[config.mk]
export PLATFORM = sky130hd
export DESIGN_NAME = spi_flow_slave
export DESIGN_NICKNAME = d
export VERILOG_FILES = /design/src/rtl/spi_flow_pkg.sv /design/src/rtl/spi_flow_sync.sv /design/src/rtl/spi_flow_edge.sv /design/src/rtl/spi_flow_shift.sv /design/src/rtl/spi_flow_ctrl.sv /design/src/rtl/spi_flow_slave.sv
export SDC_FILE = /design/constraint.sdc
export NUM_CORES = 1
export LEC_CHECK = 0
export BUFFER_PORTS_ARGS = -buffer_cell sky130_fd_sc_hd__buf_2
export CAP_MARGIN = 10
export CORE_ASPECT_RATIO = 1.75
export CORE_MARGIN = 2
export CORE_UTILIZATION = 44
export DETAILED_ROUTE_END_ITERATION = 7
export MAX_ROUTING_LAYER = met4
export PLACE_DENSITY = 0.66
export SLEW_MARGIN = 15
export SYNTH_ARGS = -nofsm -noshare
export SYNTH_HDL_FRONTEND = slang
export SYNTH_SLANG_ARGS = --single-unit
[constraint.sdc]
create_clock -name clk -period 1.5 [get_ports clk]
set_input_delay 0.15 -clock clk [delete_from_list [all_inputs] [get_ports clk]]
set_output_delay 0.15 -clock clk [all_outputs]
set_load 0.01 [all_outputs]
[src/rtl/spi_flow_pkg.sv]
package spi_flow_pkg;
   localparam int BYTE_W = 8;
   localparam int CNT_W  = $clog2(BYTE_W);

   typedef logic [BYTE_W-1:0] byte_t;

   typedef enum logic [2:0] {
      ST_CMD,
      ST_ADDR,
      ST_WAIT,
      ST_READY,
      ST_RDATA,
      ST_WDATA,
      ST_TAIL
   } frame_st_e;
endpackage

[src/rtl/spi_flow_sync.sv]
module spi_flow_sync #(
   parameter int              STAGES  = 2,
   parameter int              WIDTH   = 1,
   parameter logic [WIDTH-1:0] RST_VAL = '0
) (
   input  logic             clk,
   input  logic             rst_n,
   input  logic [WIDTH-1:0] d_in,
   output logic [WIDTH-1:0] d_out
);
   generate
      if (STAGES < 2) begin : g_bad_depth
         $error("spi_flow_sync: STAGES must be at least 2");
      end
   endgenerate

   logic [WIDTH-1:0] chain [STAGES];

   always_ff @(posedge clk or negedge rst_n) begin
      if (!rst_n) begin
         for (int i = 0; i < STAGES; i++) chain[i] <= RST_VAL;
      end else begin
         chain[0] <= d_in;
         for (int i = 1; i < STAGES; i++) chain[i] <= chain[i-1];
      end
   end

   assign d_out = chain[STAGES-1];
endmodule

[src/rtl/spi_flow_edge.sv]
module spi_flow_edge (
   input  logic clk,
   input  logic rst_n,
   input  logic sclk_s,
   input  logic cs_n_s,
   output logic active,
   output logic rise,
   output logic fall
);
   logic sclk_d;

   always_ff @(posedge clk or negedge rst_n) begin
      if (!rst_n) sclk_d <= 1'b0;
      else        sclk_d <= sclk_s;
   end

   assign active = ~cs_n_s;
   assign rise   = active &  sclk_s & ~sclk_d;
   assign fall   = active & ~sclk_s &  sclk_d;
endmodule

[src/rtl/spi_flow_shift.sv]
module spi_flow_shift
   import spi_flow_pkg::*;
(
   input  logic  clk,
   input  logic  rst_n,
   input  logic  active,
   input  logic  rise,
   input  logic  fall,
   input  logic  mosi_s,
   input  byte_t tx_next,
   output logic  byte_done,
   output byte_t rx_byte,
   output logic  miso
);
   localparam logic [CNT_W-1:0] LAST_BIT = CNT_W'(BYTE_W - 1);

   logic [CNT_W-1:0] bit_cnt;
   byte_t            rx_sh;
   byte_t            tx_sh;
   byte_t            rx_full;

   assign rx_full = {rx_sh[BYTE_W-2:0], mosi_s};

   always_ff @(posedge clk or negedge rst_n) begin
      if (!rst_n) begin
         bit_cnt   <= '0;
         rx_sh     <= '0;
         rx_byte   <= '0;
         tx_sh     <= '1;
         byte_done <= 1'b0;
      end else begin
         byte_done <= 1'b0;
         if (!active) begin
            bit_cnt <= '0;
            tx_sh   <= '1;
         end else begin
            if (rise) begin
               rx_sh <= rx_full;
               if (bit_cnt == LAST_BIT) begin
                  bit_cnt   <= '0;
                  byte_done <= 1'b1;
                  rx_byte   <= rx_full;
               end else begin
                  bit_cnt <= bit_cnt + 1'b1;
               end
            end
            if (fall) begin
               if (bit_cnt == '0) tx_sh <= tx_next;
               else               tx_sh <= {tx_sh[BYTE_W-2:0], 1'b1};
            end
         end
      end
   end

   assign miso = tx_sh[BYTE_W-1];
endmodule

[src/rtl/spi_flow_ctrl.sv]
module spi_flow_ctrl
   import spi_flow_pkg::*;
#(
   parameter byte_t OP_READ  = 8'h03,
   parameter byte_t OP_WRITE = 8'h02,
   parameter byte_t FC_BUSY  = 8'hFF,
   parameter byte_t FC_READY = 8'h00
) (
   input  logic  clk,
   input  logic  rst_n,
   input  logic  active,
   input  logic  byte_done,
   input  byte_t rx_byte,
   input  logic  rd_valid,
   input  byte_t rd_data,
   output logic  rd_req,
   output byte_t rd_addr,
   output logic  wr_stb,
   output byte_t wr_addr,
   output byte_t wr_data,
   output byte_t tx_next
);
   frame_st_e state;
   logic      is_read;
   logic      have_data;
   byte_t     data_hold;

   always_ff @(posedge clk or negedge rst_n) begin
      if (!rst_n) begin
         state     <= ST_CMD;
         is_read   <= 1'b0;
         have_data <= 1'b0;
         data_hold <= '0;
         rd_req    <= 1'b0;
         rd_addr   <= '0;
         wr_stb    <= 1'b0;
         wr_addr   <= '0;
         wr_data   <= '0;
         tx_next   <= FC_BUSY;
      end else begin
         wr_stb <= 1'b0;
         if (rd_req && rd_valid) begin
            rd_req    <= 1'b0;
            have_data <= 1'b1;
            data_hold <= rd_data;
         end
         if (!active) begin
            state     <= ST_CMD;
            rd_req    <= 1'b0;
            have_data <= 1'b0;
            tx_next   <= FC_BUSY;
         end else if (byte_done) begin
            unique case (state)
               ST_CMD: begin
                  tx_next <= FC_BUSY;
                  is_read <= (rx_byte == OP_READ);
                  if (rx_byte == OP_READ || rx_byte == OP_WRITE) state <= ST_ADDR;
                  else                                           state <= ST_TAIL;
               end
               ST_ADDR: begin
                  if (is_read) begin
                     rd_req  <= 1'b1;
                     rd_addr <= rx_byte;
                     tx_next <= FC_BUSY;
                     state   <= ST_WAIT;
                  end else begin
                     wr_addr <= rx_byte;
                     tx_next <= FC_READY;
                     state   <= ST_WDATA;
                  end
               end
               ST_WAIT: begin
                  if (have_data) begin
                     tx_next <= FC_READY;
                     state   <= ST_READY;
                  end else begin
                     tx_next <= FC_BUSY;
                  end
               end
               ST_READY: begin
                  tx_next <= data_hold;
                  state   <= ST_RDATA;
               end
               ST_RDATA: begin
                  tx_next <= FC_BUSY;
                  state   <= ST_TAIL;
               end
               ST_WDATA: begin
                  wr_stb  <= 1'b1;
                  wr_data <= rx_byte;
                  tx_next <= FC_BUSY;
                  state   <= ST_TAIL;
               end
               default: begin
                  tx_next <= FC_BUSY;
               end
            endcase
         end
      end
   end
endmodule

[src/rtl/spi_flow_slave.sv]
module spi_flow_slave
   import spi_flow_pkg::*;
#(
   parameter int    SYNC_STAGES = 2,
   parameter byte_t OP_READ     = 8'h03,
   parameter byte_t OP_WRITE    = 8'h02,
   parameter byte_t FC_BUSY     = 8'hFF,
   parameter byte_t FC_READY    = 8'h00
) (
   input  logic       clk,
   input  logic       rst_n,
   input  logic       sclk,
   input  logic       cs_n,
   input  logic       mosi,
   output logic       miso,
   output logic       rd_req,
   output logic [7:0] rd_addr,
   input  logic       rd_valid,
   input  logic [7:0] rd_data,
   output logic       wr_stb,
   output logic [7:0] wr_addr,
   output logic [7:0] wr_data
);
   generate
      if (OP_READ == OP_WRITE) begin : g_bad_ops
         $error("spi_flow_slave: read and write commands must differ");
      end
      if (FC_BUSY == FC_READY) begin : g_bad_fc
         $error("spi_flow_slave: busy and ready codes must differ");
      end
   endgenerate

   logic [2:0] pins_raw, pins_s;
   logic       sclk_s, cs_n_s, mosi_s;
   logic       cs_active, sck_rise, sck_fall;
   logic       byte_done;
   byte_t      rx_byte, tx_next;

   assign pins_raw = {sclk, cs_n, mosi};

   spi_flow_sync #(
      .STAGES (SYNC_STAGES),
      .WIDTH  (3),
      .RST_VAL(3'b010)
   ) u_sync (
      .clk  (clk),
      .rst_n(rst_n),
      .d_in (pins_raw),
      .d_out(pins_s)
   );

   assign {sclk_s, cs_n_s, mosi_s} = pins_s;

   spi_flow_edge u_edge (
      .clk   (clk),
      .rst_n (rst_n),
      .sclk_s(sclk_s),
      .cs_n_s(cs_n_s),
      .active(cs_active),
      .rise  (sck_rise),
      .fall  (sck_fall)
   );

   spi_flow_shift u_shift (
      .clk      (clk),
      .rst_n    (rst_n),
      .active   (cs_active),
      .rise     (sck_rise),
      .fall     (sck_fall),
      .mosi_s   (mosi_s),
      .tx_next  (tx_next),
      .byte_done(byte_done),
      .rx_byte  (rx_byte),
      .miso     (miso)
   );

   spi_flow_ctrl #(
      .OP_READ (OP_READ),
      .OP_WRITE(OP_WRITE),
      .FC_BUSY (FC_BUSY),
      .FC_READY(FC_READY)
   ) u_ctrl (
      .clk      (clk),
      .rst_n    (rst_n),
      .active   (cs_active),
      .byte_done(byte_done),
      .rx_byte  (rx_byte),
      .rd_valid (rd_valid),
      .rd_data  (rd_data),
      .rd_req   (rd_req),
      .rd_addr  (rd_addr),
      .wr_stb   (wr_stb),
      .wr_addr  (wr_addr),
      .wr_data  (wr_data),
      .tx_next  (tx_next)
   );
endmodule

# Yosys cells after proc, flatten, opt, wreduce, memory -nomap -nowiden
# Cells that the tools add are included.
[totals]
regBits = 81
inputBits = 14
output_inout_bits = 27
[classes]
addsub = 1
n_eq_ne = 9
muxes = 30
bitwise = 8
n_reduce_logical = 17
[ops]
columns = ["op", "count"]
rows = [
  ["$mux 8", 7],
  ["$mux 3", 8],
  ["$pmux 8 s3", 1],
  ["$eq 8x2->1 const B", 2],
  ["$pmux 3 s5", 1],
  ["$mux 1", 13],
  ["$reduce_and 3->1", 4],
  ["$eq 3x3->1 const B", 3],
  ["$reduce_and 4->1", 2],
  ["$reduce_bool 2->1", 4],
  ["$eq 3x2->1 const B", 2],
  ["$logic_not 3->1", 2],
  ["$reduce_bool 6->1", 1],
  ["$and 1x1->1", 4],
  ["$not 1->1", 4],
  ["$add 3x1->3 const B", 1],
  ["$eq 3x1->1 const B", 1],
  ["$ne 3x2->1 const B", 1],
  ["$reduce_and 2->1", 1],
  ["$reduce_or 2->1", 1],
  ["$logic_and 1x1->1", 1],
  ["$logic_or 1x1->1", 1],
]

# Depth between registers and ports, before layout
# Gate-level depths: netlist of run 1.
[logic_depth]
ltp_word = 6
depth_mapped = 6
mapped_depth_nobuf = 5

# Modules after synthesis
# A second synthesis of run 1 with hierarchy kept.
[unflattened]
hier_cells = 263
area_unflattened_um2 = 3552.2
[modules_own_cells]
columns = ["mod", "n_inst", "cells_per_inst", "area_per_inst_um2", "seq_area_each_um2"]
rows = [
  ["spi_flow_ctrl", 1, 154, 2019.4, 1186.1],
  ["spi_flow_shift", 1, 96, 1313.8, 685.7],
  ["spi_flow_sync", 1, 9, 175.2, 152.6],
  ["spi_flow_edge", 1, 4, 43.8, 25.0],
]

# Least setup slack after synthesis of run 1
# Ideal clock, no wire load.
[synth_path]
path_type = "reg-to-reg"
startpoint = "register u_ctrl.state[1]"
endpoint = "register u_ctrl.wr_addr[0]"
setup_time_ps = 125
t_arrival_ps = 1366
required_ps = 1375
setup_slack_ps = 9
path_stages_with_launch = 6
path_buffers = 2
period_less_slack_ps = 1491
cell_sequence = "dfrtp_1 buf_6 nor3b_4 and3_1 buf_4 mux2_2"
[synth_via]
elab_chain_len = 2
[synth_lines]
columns = ["item", "line_no", "rtl"]
rows = [
  ["start: declaration", "spi_flow_ctrl.sv:23", "frame_st_e state;"],
  ["start signal: assignment", "spi_flow_ctrl.sv:30", "state <= ST_CMD;"],
  ["start signal: assignment", "spi_flow_ctrl.sv:48", "state <= ST_CMD;"],
  ["start signal: assignment", "spi_flow_ctrl.sv:57", "if (rx_byte == OP_READ || rx_byte == OP_WRITE) state <= ST_ADDR;"],
  ["$eq 3x1->1", "spi_flow_ctrl.sv:53", "unique case (state)"],
  ["$reduce_and 4->1 (no source line)", "--", ""],
  ["end signal: assignment", "spi_flow_ctrl.sv:67", "wr_addr <= rx_byte;"],
  ["end: declaration", "spi_flow_ctrl.sv:19", "output byte_t wr_addr,"],
]
# Every way passes these cells.
# A chain may end at the register's enable or synchronous reset.

# Worst setup path in the final report of run 1
[layout_path]
startpoint = "register u_shift.bit_cnt[1]"
endpoint = "register u_shift.rx_byte[0]"
[layout_via]
elab_chain_len = 2
[layout_lines]
columns = ["item", "line_no", "rtl"]
rows = [
  ["start: declaration", "spi_flow_shift.sv:17", "logic [CNT_W-1:0] bit_cnt;"],
  ["start signal: assignment", "spi_flow_shift.sv:44", "bit_cnt <= bit_cnt + 1'b1;"],
  ["$eq 3x3->1", "spi_flow_shift.sv:39", "if (bit_cnt == LAST_BIT) begin"],
  ["$reduce_and 3->1 (no source line)", "--", ""],
  ["end signal: assignment", "spi_flow_shift.sv:42", "rx_byte <= rx_full;"],
  ["end: declaration", "spi_flow_shift.sv:12", "output byte_t rx_byte,"],
]
# Every way passes these cells.

==> results of run 1 <==
[critical path, stage by stage, from the launching register on]
cell     delay (ns)
dfrtp_1        0.36
ha_2           0.20
ha_4           0.13
nor3b_4        0.22
buf_6          0.17
mux2_4         0.30
[synthesized netlist by cell type (2+ instances only)]
| cell | instances | area [µm²] |
|---|---|---|
| dfstp_2 | 18 | 473 |
| buf_2 | 4 | 20.0 |
| nand4_1 | 2 | 12.5 |
| mux2_2 | 47 | 529 |
| buf_4 | 2 | 15.0 |
| a21oi_1 | 10 | 50.1 |
| nor2b_1 | 4 | 25.0 |
| nand2_1 | 13 | 48.8 |
| nor2_1 | 18 | 67.6 |
| ha_1 | 3 | 37.5 |
| mux2i_1 | 11 | 110 |
| a2bb2oi_1 | 8 | 70.1 |
| nand2b_1 | 7 | 43.8 |
| and3_1 | 2 | 12.5 |
| dfrtp_1 | 63 | 1580 |
| buf_6 | 2 | 22.5 |
| inv_1 | 5 | 18.8 |
| clkbuf_1 | 4 | 15.0 |
| a211oi_1 | 2 | 15.0 |
| nor3b_1 | 2 | 15.0 |
[what timing repair did]
action,CTS,global route
buffers inserted,2,0
gates cloned,1,1
endpoints found under the hold margin,66,0
pin swaps,2,3
endpoints found under the setup margin,9,40
resized for setup,18,12
hold buffers,4,0
[flip-flops by register name, summed over array words and instances, names as in the netlist, 7 cells and up]
name	flops
u_shift.rx_byte	8
u_shift.tx_sh	8
u_ctrl.data_hold	8
u_ctrl.wr_addr	8
u_ctrl.wr_data	8
u_ctrl.rd_addr	8
u_ctrl.tx_next	8
u_shift.rx_sh	7
[final cells by class]
class,count,area (µm²)
clock buffer,13,260
tap,86,108
sequential,81,2050
clock inverter,3,17.5
inverter,5,18.8
timing repair buffer,68,489
fill,595,3010
multi-input combinational,144,1280
[layer usage]
| metal | vias up | wire length, µm |
|---|---|---|
| met4 | 0 | 216 |
| met1 | 1039 | 2620 |
| li1 | 973 | - |
| met2 | 34 | 3490 |
| met3 | 12 | 169 |
| met5 | - | 0 |
[metrics by stage]
stage / total power, W / utilization (%) / area (µm²) / setup slack (ns)
after CTS: 0.00472 / 57.3 / 4140 / -0.0260
final: 0.00466 / 58.3 / 4220 / 0.00670
after floorplan: 0.00252 / - / 3310 / 0.00903
after global routing: 0.00485 / 58.3 / 4220 / -0.0658
after detailed placement: 0.00265 / 51.6 / 3730 / -0.0138
after global placement: 0.00264 / 51.6 / 3730 / -0.0164
[power by group through the flow]
stage               sequential [W]  combinational, W  clock [W]
finish                     0.00238          0.000251    0.00203
global route               0.00239          0.000283    0.00218
CTS                        0.00238          0.000256    0.00208
detailed placement         0.00241          0.000240          0
global placement           0.00241          0.000233          0
floorplan                  0.00238          0.000146          0
[kinds of logic (layout without fill, tap and decap cells)]
| kind of cell | after synthesis | after routing | share of synthesized area [%] |
|---|---|---|---|
| flops | 81 | 81 | 61.9 |
| mux | 58 | 58 | 19.3 |
| simple gates | 56 | 56 | 9.03 |
| compound gates | 27 | 27 | 5.71 |
| buf+inv | 18 | 89 | 2.91 |
| fa+ha+maj | 3 | 3 | 1.13 |
[final timing paths]
check / endpoint / depth (start not counted)
max: u_shift.rx_byte[0] / 5
min: u_ctrl.data_hold[5] / 2
min in group asynchronous: u_edge.sclk_d / 3
max reg2reg: u_shift.rx_byte[0] / 5
max in group asynchronous: u_ctrl.tx_next[2] / 3
min reg2reg: u_sync.d_out[0] / 0
[layout by cell type, fill, tap and decap left out, types with 5 or more instances in the layout]
cell type,n
mux2_2,31
inv_1,5
mux2_4,16
mux2i_1,11
nor2_1,18
dfrtp_1,63
buf_2,39
a2bb2oi_1,8
nand2b_1,7
clkbuf_16,10
a21oi_1,10
dfstp_2,18
nand2_1,13
buf_4,18
==> flow_summary_export.csv, run 1 <==
group,metric,value,unit
status,status,"finished, final reports clean",
layout,stdcell_count,400,
worst_setup_path,cp_max_fo,5,
routing,first_pass_iters,4,
clocking,clock-sinks,81,
layout,layout-drive-gt1-share,49.4,%
yosys,synth_edf_count,0,
yosys,ys_types,36,
layout,antenna_cells,0,
timing,fin_setup_tns,0,ns
grt,grt_pass1_vias,2230,
grt,grt_use_met1,20.7,%
floorplanning,initial_core_util,45.8,%
timing,period_share,99.6,%
clocking,clockBufferDepth,2,
grt,grtUsageMet2,29.4,%
pwr,pwr_density_cell,1100,nW/µm²
timing,fin_hold_ws,0.0395,ns
clocking,cts_tree,"yes",
yosys,syn-num-nets,260,
timing,fmax,0.670,GHz
yosys,async_reset_ff_share,100,%
worst_setup_path,critPathLaunch,"u_shift.bit_cnt[1]",
grt,globalRouteOverflowTotal,0,
pwr,p_seq_share,51.0,%
clocking,clkLatencyLatePin,0.34,ns
clocking,cts_made_buffers,9,
place,io_buffers,40,
floorplanning,rows,41,
worst_setup_path,r2r_start,"u_shift.bit_cnt[1]",
yosys,ys_seq_area_share,61.9,%
grt,met3_usage,2.56,%
routing,via_count,2058,
worst_setup_path,cp-start-kind,"flop",
grt,antenna_found_initial,0,
routing,routedWlPerCell,16.2,µm
floorplanning,die_h,119,µm
timing,setup_violations,0,
worst_setup_path,cp.required,1.73,ns
routing,finalWirelength,6500,µm
yosys,yosysWarnings,0,
yosys,ys_dominant_reg_cell,"dfrtp_1",
grt,busiest_layer,"met2",
place,gp_congestion,0.790,
grt,grt_pass1_wl,11100,µm
floorplanning,io-pin-count,41,
layout,area_growth,27.5,%
yosys,avgSynthCellArea,13.6,µm²
timing,tightest_slew,0.365,ns
pwr,clkPwrFrac,43.6,%
pwr,ir_worst_vdd,0.859,mV
pwr,p_leak,2.07,nW
clocking,h-tree-depth,3,
hold_path,worstHoldStart,"rd_data[5]",
pwr,pwr-share-comb,5.4,%
timing,post-route-min-period,1.49,ns
clocking,clk_pin_slew,0.06,ns
place,hpwl,4510,µm
worst_setup_path,ff2ff_setup_slack,0.007,ns
floorplanning,core_area,7230,µm²
routing,drtIter0Drc,83,
floorplanning,die-area,8260,µm²
hold_path,hold_path.class,"in2reg",
yosys,synth-seq-cells,81,
run,max-cap-violations,0,
routing,drc,0,
routing,viasPerCell,5.15,
worst_setup_path,crit_type,"reg2reg",
timing,grt_setup_unrepaired,"yes",
grt,track_usage,18.2,%
clocking,cts-root-buf,"clkbuf_16",
worst_setup_path,worstPathArrival,1.72,ns
floorplanning,die_w,69.6,µm
grt,grt_max_degree,56,
worst_setup_path,worst_setup_path_end_kind,"flop",
routing,drtAntennaViolNets,0,
pwr,p_int,0.00364,W
yosys,synthCells,243,
yosys,synth_area,3310,µm²
pwr,switchingPower,0.00102,W
place,dp.cells,376,
timing,fin_skew,0.00690,ns
pwr,switching_share,21.8,%
timing,slew_violations,0,
layout,final_nets,326,
timing,slew_headroom,75.6,%
timing,hold_violations,0,
(Power assumes the default switching activity.)
==> run 2: changes to the inputs <==
- CORE_UTILIZATION: 44 -> 51
- PLACE_DENSITY: 0.66 -> 0.74
- RECOVER_POWER: not set -> 50
==> run 2 against run 1 <==
Compared with the run above: the run now ends with negative setup slack left; wire length grew 6.1%; register-to-register slack lost 0.05 ns; worst hold slack lost 0.0086 ns; power shrank 5.3%; via count grew 3.4%; global-route usage grew 2.7 points; non-clock buffer count grew 4; largest cell class unchanged.
==> flow_summary_export.csv, run 2 (synthesis gave the netlist of run 1 again) <==
group,metric,value,unit
status,status,"complete, but fails checks",
status,violations,"negative setup slack",
layout,area_growth,27.1,%
timing,slew_violations,0,
place,gp_congestion,0.822,
hold_path,hold_path.class,"in2reg",
hold_path,worstHoldStart,"rd_data[7]",
timing,fmax,0.646,GHz
place,dp.cells,375,
worst_setup_path,r2r_start,"u_shift.bit_cnt[1]",
timing,fin_skew,0.00797,ns
place,hpwl,4720,µm
worst_setup_path,path_buf_inv,1,
pwr,p_leak,2.07,nW
clocking,clkLatencyLatePin,0.35,ns
floorplanning,die-area,7180,µm²
routing,first_pass_iters,4,
worst_setup_path,slowest_stage,"dfrtp_1",
grt,track_usage,20.9,%
timing,hold_violations,0,
clocking,cts_tree,"yes",
worst_setup_path,worst_setup_path_end_kind,"flop",
worst_setup_path,cp.required,1.73,ns
timing,period_share,103,%
place,placed_cell_area,3750,µm²
clocking,cts_made_buffers,9,
clocking,clk_pin_slew,0.08,ns
layout,register_area,2050,µm²
worst_setup_path,cp_max_fo,5,
clocking,clock-sinks,81,
timing,fin_hold_ws,0.0308,ns
timing,setup_violations,11,
floorplanning,core_area,6230,µm²
layout,final_cell_mix,"63 x dfrtp_1, 39 x buf_2, 24 x mux2_4",
layout,multi_input_area,1310,µm²
place,io_buffers,40,
timing,tightest_slew,0.515,ns
layout,stdcell_count,398,
pwr,pwr_density_cell,1050,nW/µm²
grt,antenna_found_initial,0,
worst_setup_path,ff2ff_setup_slack,-0.05,ns
floorplanning,io-pin-count,41,
worst_setup_path,path_depth,5,
layout,n_fill_cell,444,
worst_setup_path,r2r-end,"u_shift.rx_byte[4]",
worst_setup_path,crit_family,"flip-flops",
layout,final_nets,330,
pwr,ir_worst_vdd,0.774,mV
worst_setup_path,worst-r2r-cell-count,5,
routing,viasPerCell,5.35,
worst_setup_path,crit_path_cell_trace,"ha_2 > ha_4 > nor3b_4 > buf_6 > mux2_4",
layout,layout_commonest_cell,"dfrtp_1",
hold_path,hold_depth,2,
timing,grt_setup_unrepaired,"yes",
clocking,cts-root-buf,"clkbuf_8",
grt,grt_pass1_vias,2213,
timing,setup_ws,-0.0470,ns
grt,grt_pass1_wl,10900,µm
worst_setup_path,worstPathArrival,1.78,ns
grt,grt_max_degree,41,
layout,layout-drive-gt1-share,50.3,%
layout,antenna_cells,0,
grt,globalRouteOverflowTotal,0,
routing,routedWlPerCell,17.3,µm
hold_path,hold_end,"u_ctrl.data_hold[7]",
worst_setup_path,crit_type,"reg2reg",
floorplanning,rows,38,
worst_setup_path,cpPeakStageDelay,0.38,ns
layout,fin_area,4210,µm²
place,dp_slack,-0.0459,ns
worst_setup_path,cp-start-kind,"flop",
floorplanning,initial_core_util,53.2,%
routing,drtAntennaViolNets,0,
floorplanning,die_h,111,µm
routing,finalWirelength,6890,µm
clocking,clockBufferDepth,2,
timing,post-route-min-period,1.55,ns
routing,drtIter0Drc,112,
run,max-cap-violations,0,
routing,via_count,2128,
routing,drc,0,
clocking,h-tree-depth,3,
timing,slew_headroom,65.7,%
floorplanning,die_w,64.9,µm
## run 2: worst register-to-register path, delay by kind of cell, from the launching register on
kind / cells / cell delay [ns]
buffers and inverters: 1 / 0.18
AND/OR/NAND/NOR: 1 / 0.22
flip-flops: 1 / 0.38
adder cells (fa/ha/maj): 2 / 0.34
multiplexers: 1 / 0.30
## run 2: worst max-delay path by stage
stage                              end  slack, ns               start
floorplan            u_ctrl.wr_addr[0]      0.009     u_ctrl.state[1]
global placement    u_shift.rx_byte[7]      0.001  u_shift.bit_cnt[1]
detailed placement  u_shift.rx_byte[6]      -0.05  u_shift.bit_cnt[1]
CTS                 u_shift.rx_byte[6]      -0.03  u_shift.bit_cnt[1]
finish              u_shift.rx_byte[4]      -0.05  u_shift.bit_cnt[1]
global route        u_shift.rx_byte[4]      -0.11  u_shift.bit_cnt[1]
## run 2: layout make-up
class | count | share of cell area [%]
sequential | 81 | 48.7
multi-input combinational | 144 | 31.2
timing repair buffer | 72 | 11.7
clock buffer | 14 | 4.10
tap | 80 | 2.38
clock inverter | 2 | 1.43
inverter | 5 | 0.446
## run 2: repair_timing
| action | CTS | global route |
|---|---|---|
| resized for setup | 4 | 36 |
| buffers inserted | 0 | 1 |
| setup endpoints to repair | 15 | 25 |
| hold endpoints to repair | 61 | 0 |
| cloned | 1 | 1 |
| hold buffers | 4 | 0 |
| pin swaps | 1 | 3 |
## run 2: stage by stage
stage / utilization [%] / total power, W / setup TNS (ns)
final: 67.5 / 0.00441 / -0.246
after global routing: 67.5 / 0.00459 / -1.39
after CTS: 64.9 / 0.00446 / -0.198
after detailed placement: 60.2 / 0.00265 / -0.339
after global placement: 60.2 / 0.00264 / 0
after floorplan: - / 0.00252 / 0
## run 2: report_power, final
group	internal (W)	leakage [nW]	switching (W)
combinational	0.000133	0.916	0.000109
clock	0.00108	0.117	0.000718
sequential	0.00230	1.03	0.0000814
## run 2: metal layers
layer | share of wire, % | global-route usage (%) | vias to the layer above | routed length, µm
met5 | 0 | - | - | 0
met4 | 3.8 | 11.2 | 0 | 259
met3 | 3.2 | 5.09 | 25 | 223
met2 | 54 | 34.2 | 54 | 3720
met1 | 39 | 23.0 | 1065 | 2690
li1 | - | - | 984 | -
==> run 3: changes to the inputs <==
- PLACE_DENSITY: 0.74 -> 0.71
==> run 3 against run 2 <==
Compared with the run above: the flow still finishes with violations (negative setup slack); clock skew is 0.00057 ns lower; wire length is 4.5% lower; via count is 0.52% lower; flip-flop and latch count stayed put; combinational power is 2% higher; core utilization is 2.2 points lower; highest routed layer unchanged.
==> flow_summary_export.csv, run 3 (synthesis gave the netlist of run 1 again) <==
group,metric,value,unit
grt,met3_usage,5.19,%
grt,antenna_found_initial,0,
timing,post-route-min-period,1.55,ns
timing,setup_ws,-0.0461,ns
clocking,cts_tree,"yes",
worst_setup_path,crit_family,"flip-flops",
layout,layout-drive-gt1-share,49.7,%
routing,viasPerCell,5.35,
timing,grt_setup_unrepaired,"yes",
clocking,clockBufferDepth,2,
timing,setup_violations,8,
place,io_buffers,40,
worst_setup_path,crit_path_cell_trace,"ha_2 > ha_4 > nor3b_4 > buf_6 > mux2_4",
hold_path,hold_end,"u_ctrl.data_hold[2]",
worst_setup_path,worstPathArrival,1.79,ns
pwr,power,0.00420,W
pwr,pwr_density_cell,1030,nW/µm²
hold_path,hold_path.class,"in2reg",
grt,busiest_layer,"met2",
timing,fmax,0.647,GHz
layout,area_growth,22.9,%
floorplanning,rows,38,
layout,n_fill_cell,488,
clocking,clock-sinks,81,
layout,stdcell_count,396,
floorplanning,die_h,111,µm
clocking,clk_pin_slew,0.07,ns
run,max-cap-violations,0,
worst_setup_path,cp-start-kind,"flop",
worst_setup_path,path_buf_inv,1,
floorplanning,die-area,7180,µm²
worst_setup_path,worst-r2r-cell-count,5,
floorplanning,io-pin-count,41,
place,dp.cells,372,
grt,grtUsageMet2,37.5,%
routing,via_count,2117,
place,hpwl,4720,µm
place,gp_congestion,0.838,
pwr,ir_worst_vdd,0.867,mV
worst_setup_path,cpPeakStageDelay,0.37,ns
worst_setup_path,r2r-end,"u_shift.rx_byte[0]",
status,status,"complete, but fails checks",
clocking,cts-root-buf,"clkbuf_8",
layout,final_cell_mix,"63 x dfrtp_1, 39 x mux2_2, 39 x buf_2",
worst_setup_path,crit_type,"reg2reg",
worst_setup_path,cp_max_fo,5,
layout,layout_commonest_cell,"dfrtp_1",
timing,period_share,103,%
grt,grt_pass1_wl,11100,µm
timing,hold_violations,0,
status,violations,"negative setup slack",
worst_setup_path,path_depth,5,
grt,globalRouteOverflowTotal,0,
timing,fin_setup_tns,-0.212,ns
routing,finalWirelength,6580,µm
grt,track_usage,21.5,%
worst_setup_path,r2r_start,"u_shift.bit_cnt[0]",
grt,grt_max_degree,33,
grt,grt_use_met1,21.9,%
worst_setup_path,ff2ff_setup_slack,-0.05,ns
timing,slew_headroom,50.0,%
routing,drc,0,
routing,drtAntennaViolNets,0,
hold_path,worstHoldStart,"rd_data[2]",
routing,routedWlPerCell,16.6,µm
pwr,p_leak,2.02,nW
worst_setup_path,cp.required,1.74,ns
layout,fin_util,65.3,%
routing,first_pass_iters,4,
floorplanning,initial_core_util,53.2,%
routing,drtIter0Drc,96,
floorplanning,die_w,64.9,µm
worst_setup_path,slowest_stage,"dfrtp_1",
layout,antenna_cells,0,
timing,slew_violations,0,
layout,final_nets,328,
timing,fin_skew,0.00739,ns
floorplanning,core_area,6230,µm²
hold_path,hold_depth,2,
clocking,h-tree-depth,3,
clocking,cts_made_buffers,9,
grt,grt_pass1_vias,2322,
timing,tightest_slew,0.751,ns
worst_setup_path,worst_setup_path_end_kind,"flop",
clocking,clkLatencyLatePin,0.36,ns
timing,fin_hold_ws,0.0237,ns
[run 3: cell count changes in the layout (fill, tap and decap cells not counted), sizes merged]
cell,change
bufinv,-1
clkinv,+2
clkbuf,-1
buf,-2
[run 3: routing by layer]
metal	up-vias	wire length, µm
li1	987	-
met1	1062	2440
met2	51	3720
met3	17	217
met4	0	204
met5	-	0
[run 3: how the worst max path moves through the flow]
stage | start | to
after floorplan | u_ctrl.state[1] | u_ctrl.wr_addr[0]
after global placement | u_shift.bit_cnt[1] | u_shift.rx_byte[6]
after detailed placement | u_shift.bit_cnt[1] | u_shift.rx_byte[4]
after CTS | u_shift.bit_cnt[0] | u_shift.rx_byte[2]
after global routing | u_shift.bit_cnt[0] | u_shift.rx_byte[0]
final | u_shift.bit_cnt[0] | u_shift.rx_byte[0]
[run 3: power by group]
part	total (W)	internal (W)	switching, W
clock network	0.00158	0.000855	0.000727
logic	0.000246	0.000134	0.000112
registers	0.00238	0.00230	0.0000790
total	0.00420	0.00329	0.000918
[run 3: through the flow]
stage | setup slack [ns] | cell area [µm²]
6_report | -0.0461 | 4070
5_1_grt | -0.0992 | 4070
4_1_cts | -0.0363 | 4060
3_5_place_dp | -0.0603 | 3740
3_3_place_gp | -0.0253 | 3740
2_1_floorplan | 0.00903 | 3310
[run 3: worst reg2reg max path, cell delays in order (launching register included)]
cell and delay, ns:
dfrtp_1 0.37, ha_2 0.21, ha_4 0.14, nor3b_4 0.23, buf_6 0.18, mux2_4 0.31
[run 3: area by class of cell]
| cell class | count | area, µm² | share of cell area (%) |
|---|---|---|---|
| Sequential cell | 81 | 2050 | 50.4 |
| Clock buffer | 13 | 159 | 3.91 |
| Timing Repair Buffer | 70 | 463 | 11.4 |
| Inverter | 5 | 18.8 | 0.461 |
| Clock inverter | 3 | 40.0 | 0.984 |
| Tap cell | 80 | 100 | 2.46 |
| Multi-Input combinational cell | 144 | 1240 | 30.4 |
[run 3: repair_timing]
item,in CTS,in global routing
cloned,1,0
setup buffers,3,0
hold buffers,4,0
setup endpoints to repair,25,18
pin swaps,2,1
endpoints found under the hold margin,21,0
resized for setup,14,6
